===== src/rtl/fcl_pkg.sv =====
package fcl_pkg;
  parameter int FCL_DEPTH = 4;   // receiver slots
  parameter int FCL_DW    = 32;  // flit width
  parameter int FCL_CRW   = 3;   // credit-return field width

  function automatic int unsigned fcl_cntw(input int unsigned depth);
    return $clog2(depth + 1);
  endfunction
endpackage


===== src/rtl/fcl_tx.sv =====
module fcl_tx
  import fcl_pkg::*;
#(
  parameter int DW    = FCL_DW,
  parameter int DEPTH = FCL_DEPTH,
  parameter int CRW   = FCL_CRW,
  localparam int CNTW = $clog2(DEPTH + 1)
) (
  input  logic            clk,
  input  logic            rst,
  input  logic            in_valid,
  input  logic [DW-1:0]   in_data,
  output logic            in_ready,
  output logic [CNTW-1:0] credits,
  output logic            lnk_valid,
  output logic [DW-1:0]   lnk_data,
  input  logic [CRW-1:0]  crd_ret
);
  localparam int SW = (CNTW > CRW ? CNTW : CRW) + 1;

  logic          send;
  logic [SW-1:0] sum;

  assign send = in_valid & in_ready;

  // spend and refill folded into one adder
  always_comb begin
    sum = SW'(credits) - SW'(send) + SW'(crd_ret);
  end

  always_ff @(posedge clk) begin
    if (rst) begin
      credits   <= CNTW'(DEPTH);
      in_ready  <= 1'b1;
      lnk_valid <= 1'b0;
    end else begin
      credits   <= CNTW'(sum);
      in_ready  <= (sum != '0);
      lnk_valid <= send;
    end
  end

  always_ff @(posedge clk) begin
    if (send) lnk_data <= in_data;
  end
endmodule


===== src/rtl/fcl_rx.sv =====
module fcl_rx
  import fcl_pkg::*;
#(
  parameter int DW    = FCL_DW,
  parameter int DEPTH = FCL_DEPTH,
  parameter int CRW   = FCL_CRW,
  localparam int AW   = (DEPTH > 1) ? $clog2(DEPTH) : 1,
  localparam int OCW  = $clog2(DEPTH + 1)
) (
  input  logic           clk,
  input  logic           rst,
  input  logic           lnk_valid,
  input  logic [DW-1:0]  lnk_data,
  output logic [CRW-1:0] crd_ret,
  output logic           out_valid,
  output logic [DW-1:0]  out_data,
  input  logic           out_pop,
  output logic [OCW-1:0] occ
);
  logic [DW-1:0] mem [DEPTH];
  logic [AW-1:0] wr_ptr, rd_ptr;
  logic          pop;

  function automatic logic [AW-1:0] bump(input logic [AW-1:0] p);
    return (p == AW'(DEPTH - 1)) ? '0 : p + 1'b1;
  endfunction

  assign out_valid = (occ != '0);
  assign pop       = out_pop & out_valid;
  assign out_data  = mem[rd_ptr];

  // storage without reset so it maps onto RAM
  always_ff @(posedge clk) begin
    if (lnk_valid) mem[wr_ptr] <= lnk_data;
  end

  always_ff @(posedge clk) begin
    if (rst) begin
      wr_ptr  <= '0;
      rd_ptr  <= '0;
      occ     <= '0;
      crd_ret <= '0;
    end else begin
      if (lnk_valid) wr_ptr <= bump(wr_ptr);
      if (pop)       rd_ptr <= bump(rd_ptr);
      occ     <= occ + OCW'(lnk_valid) - OCW'(pop);
      // pops of this cycle go back as one field next cycle
      crd_ret <= CRW'(pop);
    end
  end
endmodule


===== src/rtl/flit_credit_link.sv =====
module flit_credit_link
  import fcl_pkg::*;
#(
  parameter int DW    = FCL_DW,
  parameter int DEPTH = FCL_DEPTH,
  parameter int CRW   = FCL_CRW
) (
  input  logic                         clk,
  input  logic                         rst,
  input  logic                         in_valid,
  input  logic [DW-1:0]                in_data,
  output logic                         in_ready,
  output logic [$clog2(DEPTH+1)-1:0]   avail_credits,
  output logic                         out_valid,
  output logic [DW-1:0]                out_data,
  input  logic                         out_pop
);
  localparam int CNTW = $clog2(DEPTH + 1);

  logic            lnk_valid;
  logic [DW-1:0]   lnk_data;
  logic [CRW-1:0]  crd_ret;
  logic [CNTW-1:0] rx_occ;

  fcl_tx #(.DW(DW), .DEPTH(DEPTH), .CRW(CRW)) tx_i (
    .clk(clk), .rst(rst),
    .in_valid(in_valid), .in_data(in_data), .in_ready(in_ready),
    .credits(avail_credits),
    .lnk_valid(lnk_valid), .lnk_data(lnk_data), .crd_ret(crd_ret)
  );

  fcl_rx #(.DW(DW), .DEPTH(DEPTH), .CRW(CRW)) rx_i (
    .clk(clk), .rst(rst),
    .lnk_valid(lnk_valid), .lnk_data(lnk_data), .crd_ret(crd_ret),
    .out_valid(out_valid), .out_data(out_data), .out_pop(out_pop),
    .occ(rx_occ)
  );
endmodule


===== config.mk =====
export PLATFORM = sky130hd
export DESIGN_NAME = flit_credit_link
export DESIGN_NICKNAME = d
export VERILOG_FILES = /design/src/rtl/fcl_pkg.sv /design/src/rtl/fcl_tx.sv /design/src/rtl/fcl_rx.sv /design/src/rtl/flit_credit_link.sv
export SDC_FILE = /design/constraint.sdc
export NUM_CORES = 1
export LEC_CHECK = 0
export BUFFER_PORTS_ARGS = -buffer_cell sky130_fd_sc_hd__buf_2
export CORE_AREA = 3 3 131 133
export CTS_BUF_LIST = sky130_fd_sc_hd__clkbuf_8
export CTS_CLUSTER_SIZE = 16
export DETAILED_ROUTE_END_ITERATION = 10
export DIE_AREA = 0 0 134 136
export GPL_ROUTABILITY_DRIVEN = 0
export PLACE_DENSITY_LB_ADDON = 0.12
export RECOVER_POWER = 50
export SYNTH_ARGS = -nofsm -noshare
export SYNTH_HDL_FRONTEND = slang
export SYNTH_HIERARCHICAL = 1
export SYNTH_SLANG_ARGS = --single-unit

===== constraint.sdc =====
create_clock -name clk -period 4.6 [get_ports clk]
set_input_delay 0.46 -clock clk [delete_from_list [all_inputs] [get_ports clk]]
set_output_delay 0.46 -clock clk [all_outputs]
set_load 0.02 [all_outputs]

==> results.yml, run 1 <==
run_status:
  status: "finished, final reports clean"
clocking:
  cts.sinks: 175
  cts-buffers-inserted: 17
  cts_resized: 0
  post_cts.repair.setup_buffers: 0
  hold_buffers: 0
  path_clk_slew_ps: 80
  cts_buffer_depth: 2
  htreeDepth: 4
  cts_tree: "done"
  clock_latency_ps: 440
  cts_root_buf: "clkbuf_8"
die:
  die_x_um: 134
  die-area_mm2: 0.01822
  initial_core_util: 0.4045
  pin_count: 73
  chipHeight_um: 136
  coreArea_mm2: 0.01594
  rows: 46
final_layout:
  layout-area-overhead-vs-synth_pct: 14.14
  drive_gt1_frac: 0.3571
  fin_area_mm2: 0.007361
  diodes: 0
  final_nets: 419
  nFillCells: 1379
yosys:
  yosysTopAreaCell: "edfxtp_1"
  synth_common_cells: "edfxtp_1 (160), mux4_2 (30), inv_1 (17)"
  yosysMostFrequentCell: "edfxtp_1"
  synth.top_cells.by_area: "edfxtp_1 (75%), mux4_2 (10%), dfxtp_1 (4.7%)"
  synth_top_area_frac: 0.7451
  yosysWarnings: 6
  ys_seq_elements: 175
  syn_avg_cell_area_um2: 22.71
  yosysSeqAreaShare: 0.7916
  synth.cell_area_mm2: 0.006449
  yosysUniqueCellTypes: 31
  synth_flop_cell: "edfxtp_1"
  synthCells: 284
  synth_edf_count: 160
  ys_async_sr_fraction: 0
critical_path:
  crit_buf_inv: 2
  critical-path-slowest-cell: "dfxtp_2"
  cp-start-kind: "flop"
  endpoint_kind: "output pin"
  worstPathMaxFanout: 18
  crit_chain: "buf_4 -> mux4_1 -> buf_2"
  r2r-end: "tx_i/in_ready"
  slowest_delay_ps: 780
  rr_startpoint: "tx_i/in_ready"
  crit_required_ps: 4140
  reg2reg_slack_ps: 2100
  path_delay_family: "flip-flops"
  reg2regPathDepth: 10
  critPathKind: "reg -> out"
  crit_arrival_ps: 2460
placement:
  post-place-ws_ps: 1863
  hpwl_um: 6156
  io_buffers: 72
  place_area_mm2: 0.007002
sta:
  slew_violations: 0
  skew_ps: 10.60
  hold-worst-slack_ps: 190.0
  worst_slew_pin_slew_ps: 975.0
  hold_violations: 0
  setup_viol: 0
  fin_crit_ps: 2921
  finalWorstSetupSlack_ps: 1679
  rsz0062_at_grt: "false"
  fmax_mhz: 342.4
  fin_crit_sh: 0.6349
  slew_headroom: 0.3500
  finalSetupTns_ps: 0
min_path:
  hold_start: "in_data[4]"
  worst_hold_path.num_cells: 1
  min_path_type: "in -> reg"
  whs_endpoint: "tx_i/lnk_data[4]"
routing:
  wl_per_cell_um: 17.94
  drc: 0
  dr.pass1.iters: 4
  wl_um: 10660
  drt_iter0_drc: 138
  drtAntennaViolNets: 0
  viasPerCell: 4.737
  num_vias: 2814
global_routing:
  grt_pass1_wl_um: 16550
  grt_max_degree: 35
  track_usage: 0.1262
  grt_pass1_vias: 3068
  antenna_found_initial: 1
  grt_overflow: 0
pwr:
  powerDensity_mw_per_mm2: 514.0
  p_leak_uw: 0.002523
  peakVddDrop_uv: 260.6
  p_total_uw: 3784
run:
  drv_cap: 0
-- where the power goes --
| group | leakage (uW) | internal, uW | switching, uW | total, uW |
|---|---|---|---|---|
| clock network | 0.000198 | 515 | 476 | 991 |
| registers | 0.00160 | 1890 | 121 | 2010 |
| logic | 0.000726 | 367 | 412 | 779 |
-- how the worst max path moves through the flow --
| stage | start | end | slack [ps] | cells after the start |
|---|---|---|---|---|
| 4_1_cts | flop | out_data[28] | 1540 | 3 |
| 5_1_grt | flop | out_data[28] | 1470 | 3 |
| 2_1_floorplan | tx_i/in_ready | tx_i/in_ready | 1710 | 9 |
| 3_5_place_dp | in_valid | tx_i/in_ready | 1860 | 11 |
| 6_report | flop | out_data[28] | 1680 | 3 |
| 3_3_place_gp | in_valid | tx_i/in_ready | 1890 | 11 |
-- flip-flops by register name, summed over array words and instances (netlist names), named ones only --
register and flops:
rx_i/mem 128, tx_i/lnk_data 32, rx_i/occ 3, tx_i/credits 3, rx_i/rd_ptr 2, rx_i/wr_ptr 2, rx_i/crd_ret 1, tx_i/in_ready 1
tx_i/lnk_valid 1
-- layout make-up --
class	instances	area (um2)	area share
repair buffers	74	370.4	0.05031
flip-flops and latches	175	5107	0.6939
clock buffers	17	234.0	0.03179
well taps	216	270.3	0.03672
clock inverters	12	130.1	0.01768
inverters	17	63.81	0.008669
multi-input cells	83	1185	0.1610
-- layer usage --
layer / share of wire / global-route usage / wire length [um] / up-vias
met5: 0.00066 / 0 / 7 / -
met4: 0.015 / 0.05486 / 164 / 2
met3: 0.053 / 0.04256 / 570 / 16
met2: 0.52 / 0.2128 / 5586 / 72
met1: 0.41 / 0.1481 / 4330 / 1437
li1: - / - / - / 1287
-- per-stage QoR --
stage,utilization,instances
finish,0.4617,594
global route,0.4617,594
CTS,0.4620,594
floorplan,-,285
global placement,0.4392,565
detailed placement,0.4392,565
-- layout by cell type, fill, tap and decap left out, drive strengths merged, types with 2 or more instances in the layout --
cell type,n
inv,19
ha,13
fa,2
conb,2
a21oi,3
nand2b,3
bufinv,3
clkbuf,21
buf,70
mux2i,2
and2,5
mux4,32
nor2b,5
clkinv,7
nor2,4
dfxtp,15
edfxtp,160
-- logic make-up (layout without fill, tap and decap cells) --
kind of cell | after synthesis | after routing | share of synthesized area
simple gates | 24 | 24 | 0.02309
fa+ha+maj | 15 | 15 | 0.03143
xor+xnor | 2 | 2 | 0.004851
mux | 35 | 35 | 0.1178
buf+inv | 27 | 120 | 0.02619
compound gates | 5 | 5 | 0.004461
flops | 175 | 175 | 0.7916
other cells | 1 | 2 | 0.0005815
No activity file was read; power rests on OpenSTA's default activity.
==> run 2, diff against run 1 <==
clock period = 2.6 ns   (was 4.6 ns; I/O delays follow)
==> run 2 against run 1 <==
Net effect: setup slack worse by 1200 ps; combinational power is 95% higher; via count grew 4.0%; largest power group unchanged.
==> results.yml, run 2 (synthesis gave the netlist of run 1 again) <==
global_routing:
  grt_pass1_wl_um: 17430
  antenna_found_initial: 0
  grt_pass1_vias: 3195
  grt_overflow: 0
  track_usage: 0.1309
  grt_max_degree: 34
routing:
  drtAntennaViolNets: 0
  num_vias: 2927
  dr.pass1.iters: 3
  wl_um: 10980
  drc: 0
  wl_per_cell_um: 17.23
  drt_iter0_drc: 81
  viasPerCell: 4.595
critical_path:
  r2r-end: "tx_i/in_ready"
  reg2regPathDepth: 9
  crit_chain: "buf_4 -> mux4_1 -> buf_2"
  rr_startpoint: "tx_i/in_ready"
  crit_buf_inv: 2
  worstPathMaxFanout: 18
  crit_required_ps: 2340
  cp-start-kind: "flop"
  slowest_delay_ps: 600
  endpoint_kind: "output pin"
  reg2reg_slack_ps: 570
  crit_arrival_ps: 1890
  path_delay_family: "multiplexers"
  critPathKind: "reg -> out"
  critical-path-slowest-cell: "mux4_1"
run_status:
  status: "finished, final reports clean"
die:
  chipHeight_um: 136
  die-area_mm2: 0.01822
  die_x_um: 134
  initial_core_util: 0.4045
  coreArea_mm2: 0.01594
  rows: 46
  pin_count: 73
sta:
  skew_ps: 10.86
  fin_crit_ps: 2149
  slew_violations: 0
  slew_headroom: 0.2992
  rsz0062_at_grt: "false"
  hold-worst-slack_ps: 136.5
  finalSetupTns_ps: 0
  fmax_mhz: 465.2
  worst_slew_pin_slew_ps: 1051
  fin_crit_sh: 0.8267
  setup_viol: 0
  hold_violations: 0
clocking:
  cts_root_buf: "clkbuf_8"
  cts_tree: "done"
  clock_latency_ps: 440
  cts.sinks: 175
  htreeDepth: 4
  path_clk_slew_ps: 90
  post_cts.repair.setup_buffers: 0
  cts-buffers-inserted: 17
  cts_buffer_depth: 2
final_layout:
  final_nets: 459
  nFillCells: 1354
  utilization: 0.4869
  largest_register: "rx_i/mem"
  seqCellArea_mm2: 0.005107
  largest_reg_flops: 128
  drive_gt1_frac: 0.3397
  mostFrequentLayoutCells: "edfxtp_1 (160), buf_2 (64), dlygate4sd3_1 (32)"
  diodes: 0
  layout-area-overhead-vs-synth_pct: 20.37
  reg_top3: "rx_i/mem: 128 flops, tx_i/lnk_data: 32 flops"
  mostFrequentLayoutCell: "edfxtp_1"
  multi_input_area_mm2: 0.001181
placement:
  io_buffers: 72
  hpwl_um: 6618
min_path:
  worst_hold_path.num_cells: 2
  hold_start: "rst"
  whs_endpoint: "tx_i/credits[1]"
  min_path_type: "in -> reg"
pwr:
  p_leak_uw: 0.002666
  powerDensity_mw_per_mm2: 862.5
  p_total_uw: 6695
  peakVddDrop_uv: 445.4
run:
  drv_cap: 0
==> run 2: metrics by stage <==
stage	instances	cell area (um2)	setup slack, ps
CTS	637	7779	336.4
global route	637	7762	313.0
floorplan	285	6454	84.67
global placement	573	7099	525.7
detailed placement	573	7099	498.5
finish	637	7762	450.5
==> run 2: layout make-up <==
class	instances	area share
Sequential cell	175	0.6580
Multi-Input combinational cell	83	0.1522
Timing Repair Buffer	114	0.1006
Tap cell	216	0.03482
Clock buffer	17	0.03014
Clock inverter	15	0.01612
Inverter	17	0.008221
==> run 2: routing by layer <==
metal | part of all wire | track usage | vias up
met3 | 0.038 | 0.03775 | 15
met2 | 0.52 | 0.2170 | 59
met4 | 0.020 | 0.05771 | 0
met1 | 0.42 | 0.1609 | 1471
li1 | - | - | 1382
met5 | 0 | 0 | -
==> run 2: how the worst max path moves through the flow <==
stage                          endpoint  slack [ps]  depth (start not counted)
after floorplan           tx_i/in_ready          80                          9
after global placement    tx_i/in_ready         530                         10
after detailed placement  tx_i/in_ready         500                         10
after CTS                  out_data[27]         340                          3
after global routing       out_data[27]         310                          3
final                      out_data[27]         450                          3
==> run 2: power breakdown <==
part | switching [uW] | total, uW | internal (uW)
Clock | 1010 | 1690 | 688
Sequential | 131 | 3480 | 3350
Combinational | 829 | 1520 | 694
Total | 1960 | 6700 | 4730
==> run 2: repair_timing <==
item	CTS	global route
resized for setup	0	0
hold buffers	32	0
hold endpoints to repair	32	0
==> run 3, diff against run 2 <==
clock period = 1.8 ns   (was 2.6 ns; I/O delays follow)
==> run 3 against run 2 <==
Net effect: hold slack got worse by 77 ps; the flow now finishes with violations (setup timing); via count increased by 1.6%; register-to-register slack got worse by 650 ps; highest routed layer unchanged; largest cell class unchanged; final area increased by 3.4%.
==> results.yml, run 3 (synthesis gave the netlist of run 1 again) <==
routing:
  drc: 0
  viasPerCell: 4.575
  dr.pass1.iters: 4
  wl_per_cell_um: 17.15
  num_vias: 2974
  drt_iter0_drc: 119
  drtAntennaViolNets: 0
  wl_um: 11150
clocking:
  htreeDepth: 4
  cts_tree: "done"
  cts-buffers-inserted: 17
  clock_latency_ps: 450
  cts_buffer_depth: 2
  path_clk_slew_ps: 90
  cts_root_buf: "clkbuf_8"
  cts.sinks: 175
global_routing:
  grt_pass1_vias: 3377
  grt_pass1_wl_um: 18020
  grt_max_degree: 34
  track_usage: 0.1338
  antenna_found_initial: 0
  grt_overflow: 0
sta:
  worst_slew_pin_slew_ps: 509.3
  hold_violations: 0
  slew_violations: 0
  finalWorstSetupSlack_ps: -152.0
  fin_crit_sh: 1.084
  fin_crit_ps: 1952
  skew_ps: 12.60
  setup_viol: 36
  fmax_mhz: 512.3
  slew_headroom: 0.6605
  rsz0062_at_grt: "true"
final_layout:
  nFillCells: 1357
  largest_register: "rx_i/mem"
  mostFrequentLayoutCell: "edfxtp_1"
  diodes: 0
  mostFrequentLayoutCells: "edfxtp_1 (160), buf_2 (53), dlygate4sd3_1 (32), mux4_2 (32), clkbuf_8 (17)"
  reg_top3: "rx_i/mem: 128 flops, tx_i/lnk_data: 32 flops"
  utilization: 0.5037
  largest_reg_flops: 128
  layout-area-overhead-vs-synth_pct: 24.52
  final_nets: 472
  drive_gt1_frac: 0.4009
critical_path:
  worstPathMaxFanout: 9
  cp-start-kind: "flop"
  crit_arrival_ps: 1770
  critPathKind: "reg -> out"
  endpoint_kind: "output pin"
  crit_required_ps: 1620
placement:
  post-place-ws_ps: -56.85
  hpwl_um: 6603
  io_buffers: 72
die:
  chipHeight_um: 136
  rows: 46
  initial_core_util: 0.4045
  die_x_um: 134
  pin_count: 73
  coreArea_mm2: 0.01594
  die-area_mm2: 0.01822
pwr:
  p_leak_uw: 0.002789
  peakVddDrop_uv: 562.7
  p_total_uw: 10180
  p_switching_uw: 2955
  clock_power_share: 0.241
  powerDensity_mw_per_mm2: 1267
  p_seq_frac: 0.495
  swShare: 0.2904
  comb_power_share: 0.263
  p_int_uw: 7221
run:
  drv_cap: 0
run_status:
  status: "finished with violations"
  violations: "setup timing"
min_path:
  min_path_type: "in -> reg"
[run 3: cell types whose count changed in the layout (fill, tap and decap cells not counted), moves of 3 or more]
cell     previous run  this run
buf_6               0        15
and2_0              3         0
buf_2              64        53
buf_4               6        14
dfxtp_1            13        10
[run 3: per-layer routing]
metal | global-route usage | vias up | routed length [um]
met3 | 0.03923 | 9 | 498
met5 | 0 | - | 0
met1 | 0.1610 | 1512 | 4771
met4 | 0.04971 | 0 | 163
li1 | - | 1397 | -
met2 | 0.2299 | 56 | 5715
[run 3: per-stage QoR]
stage	cells	hold slack [ps]	TNS (ps)	area [um2]
floorplan	285	246.7	-609.6	6489
CTS	648	40.79	-5578	8013
detailed placement	580	358.1	-150.0	7199
finish	650	58.99	-3855	8030
global route	650	50.75	-7097	8030
global placement	580	356.1	-40.45	7199
[run 3: final timing paths]
| path | to | cells past startpoint | slack [ps] | startpoint |
|---|---|---|---|---|
| worst max-delay path | out_data[30] | 3 | -150 | flop |
| worst min register to register | rx_i/mem[1][23] | 0 | 500 | tx_i/lnk_data[23] |
| worst min-delay path | tx_i/credits[1] | 2 | 60 | rst |
| worst max register to register | tx_i/credits[2] | 9 | -80 | tx_i/in_ready |
[run 3: power by group through the flow]
stage | registers (uW) | logic (uW) | clock network [uW]
after floorplan | 5090 | 1710 | 0
after global placement | 5100 | 2340 | 0
after detailed placement | 5110 | 2350 | 0
after CTS | 5050 | 2710 | 2560
after global routing | 5090 | 2930 | 2710
final | 5040 | 2680 | 2460
[run 3: area by class of cell]
class | instances | area, um2 | share of cell area
inverters | 17 | 66.31 | 0.008258
clock buffers | 17 | 234.0 | 0.02914
repair buffers | 127 | 999.7 | 0.1245
flip-flops and latches | 175 | 5116 | 0.6371
clock inverters | 15 | 125.1 | 0.01558
multi-input cells | 83 | 1219 | 0.1518
well taps | 216 | 270.3 | 0.03366
[run 3: critical path, cell delays in order, from the launching register on]
cell,delay [ps]
dfxtp_4,440
buf_12,170
mux4_2,530
buf_2,180
[run 3: what timing repair did]
action	in CTS	in global routing
gates cloned	1	0
hold buffers	32	0
resized for setup	32	4
pin swaps	7	4
setup buffers	3	2
endpoints found under the setup margin	36	36
hold endpoints to repair	32	0
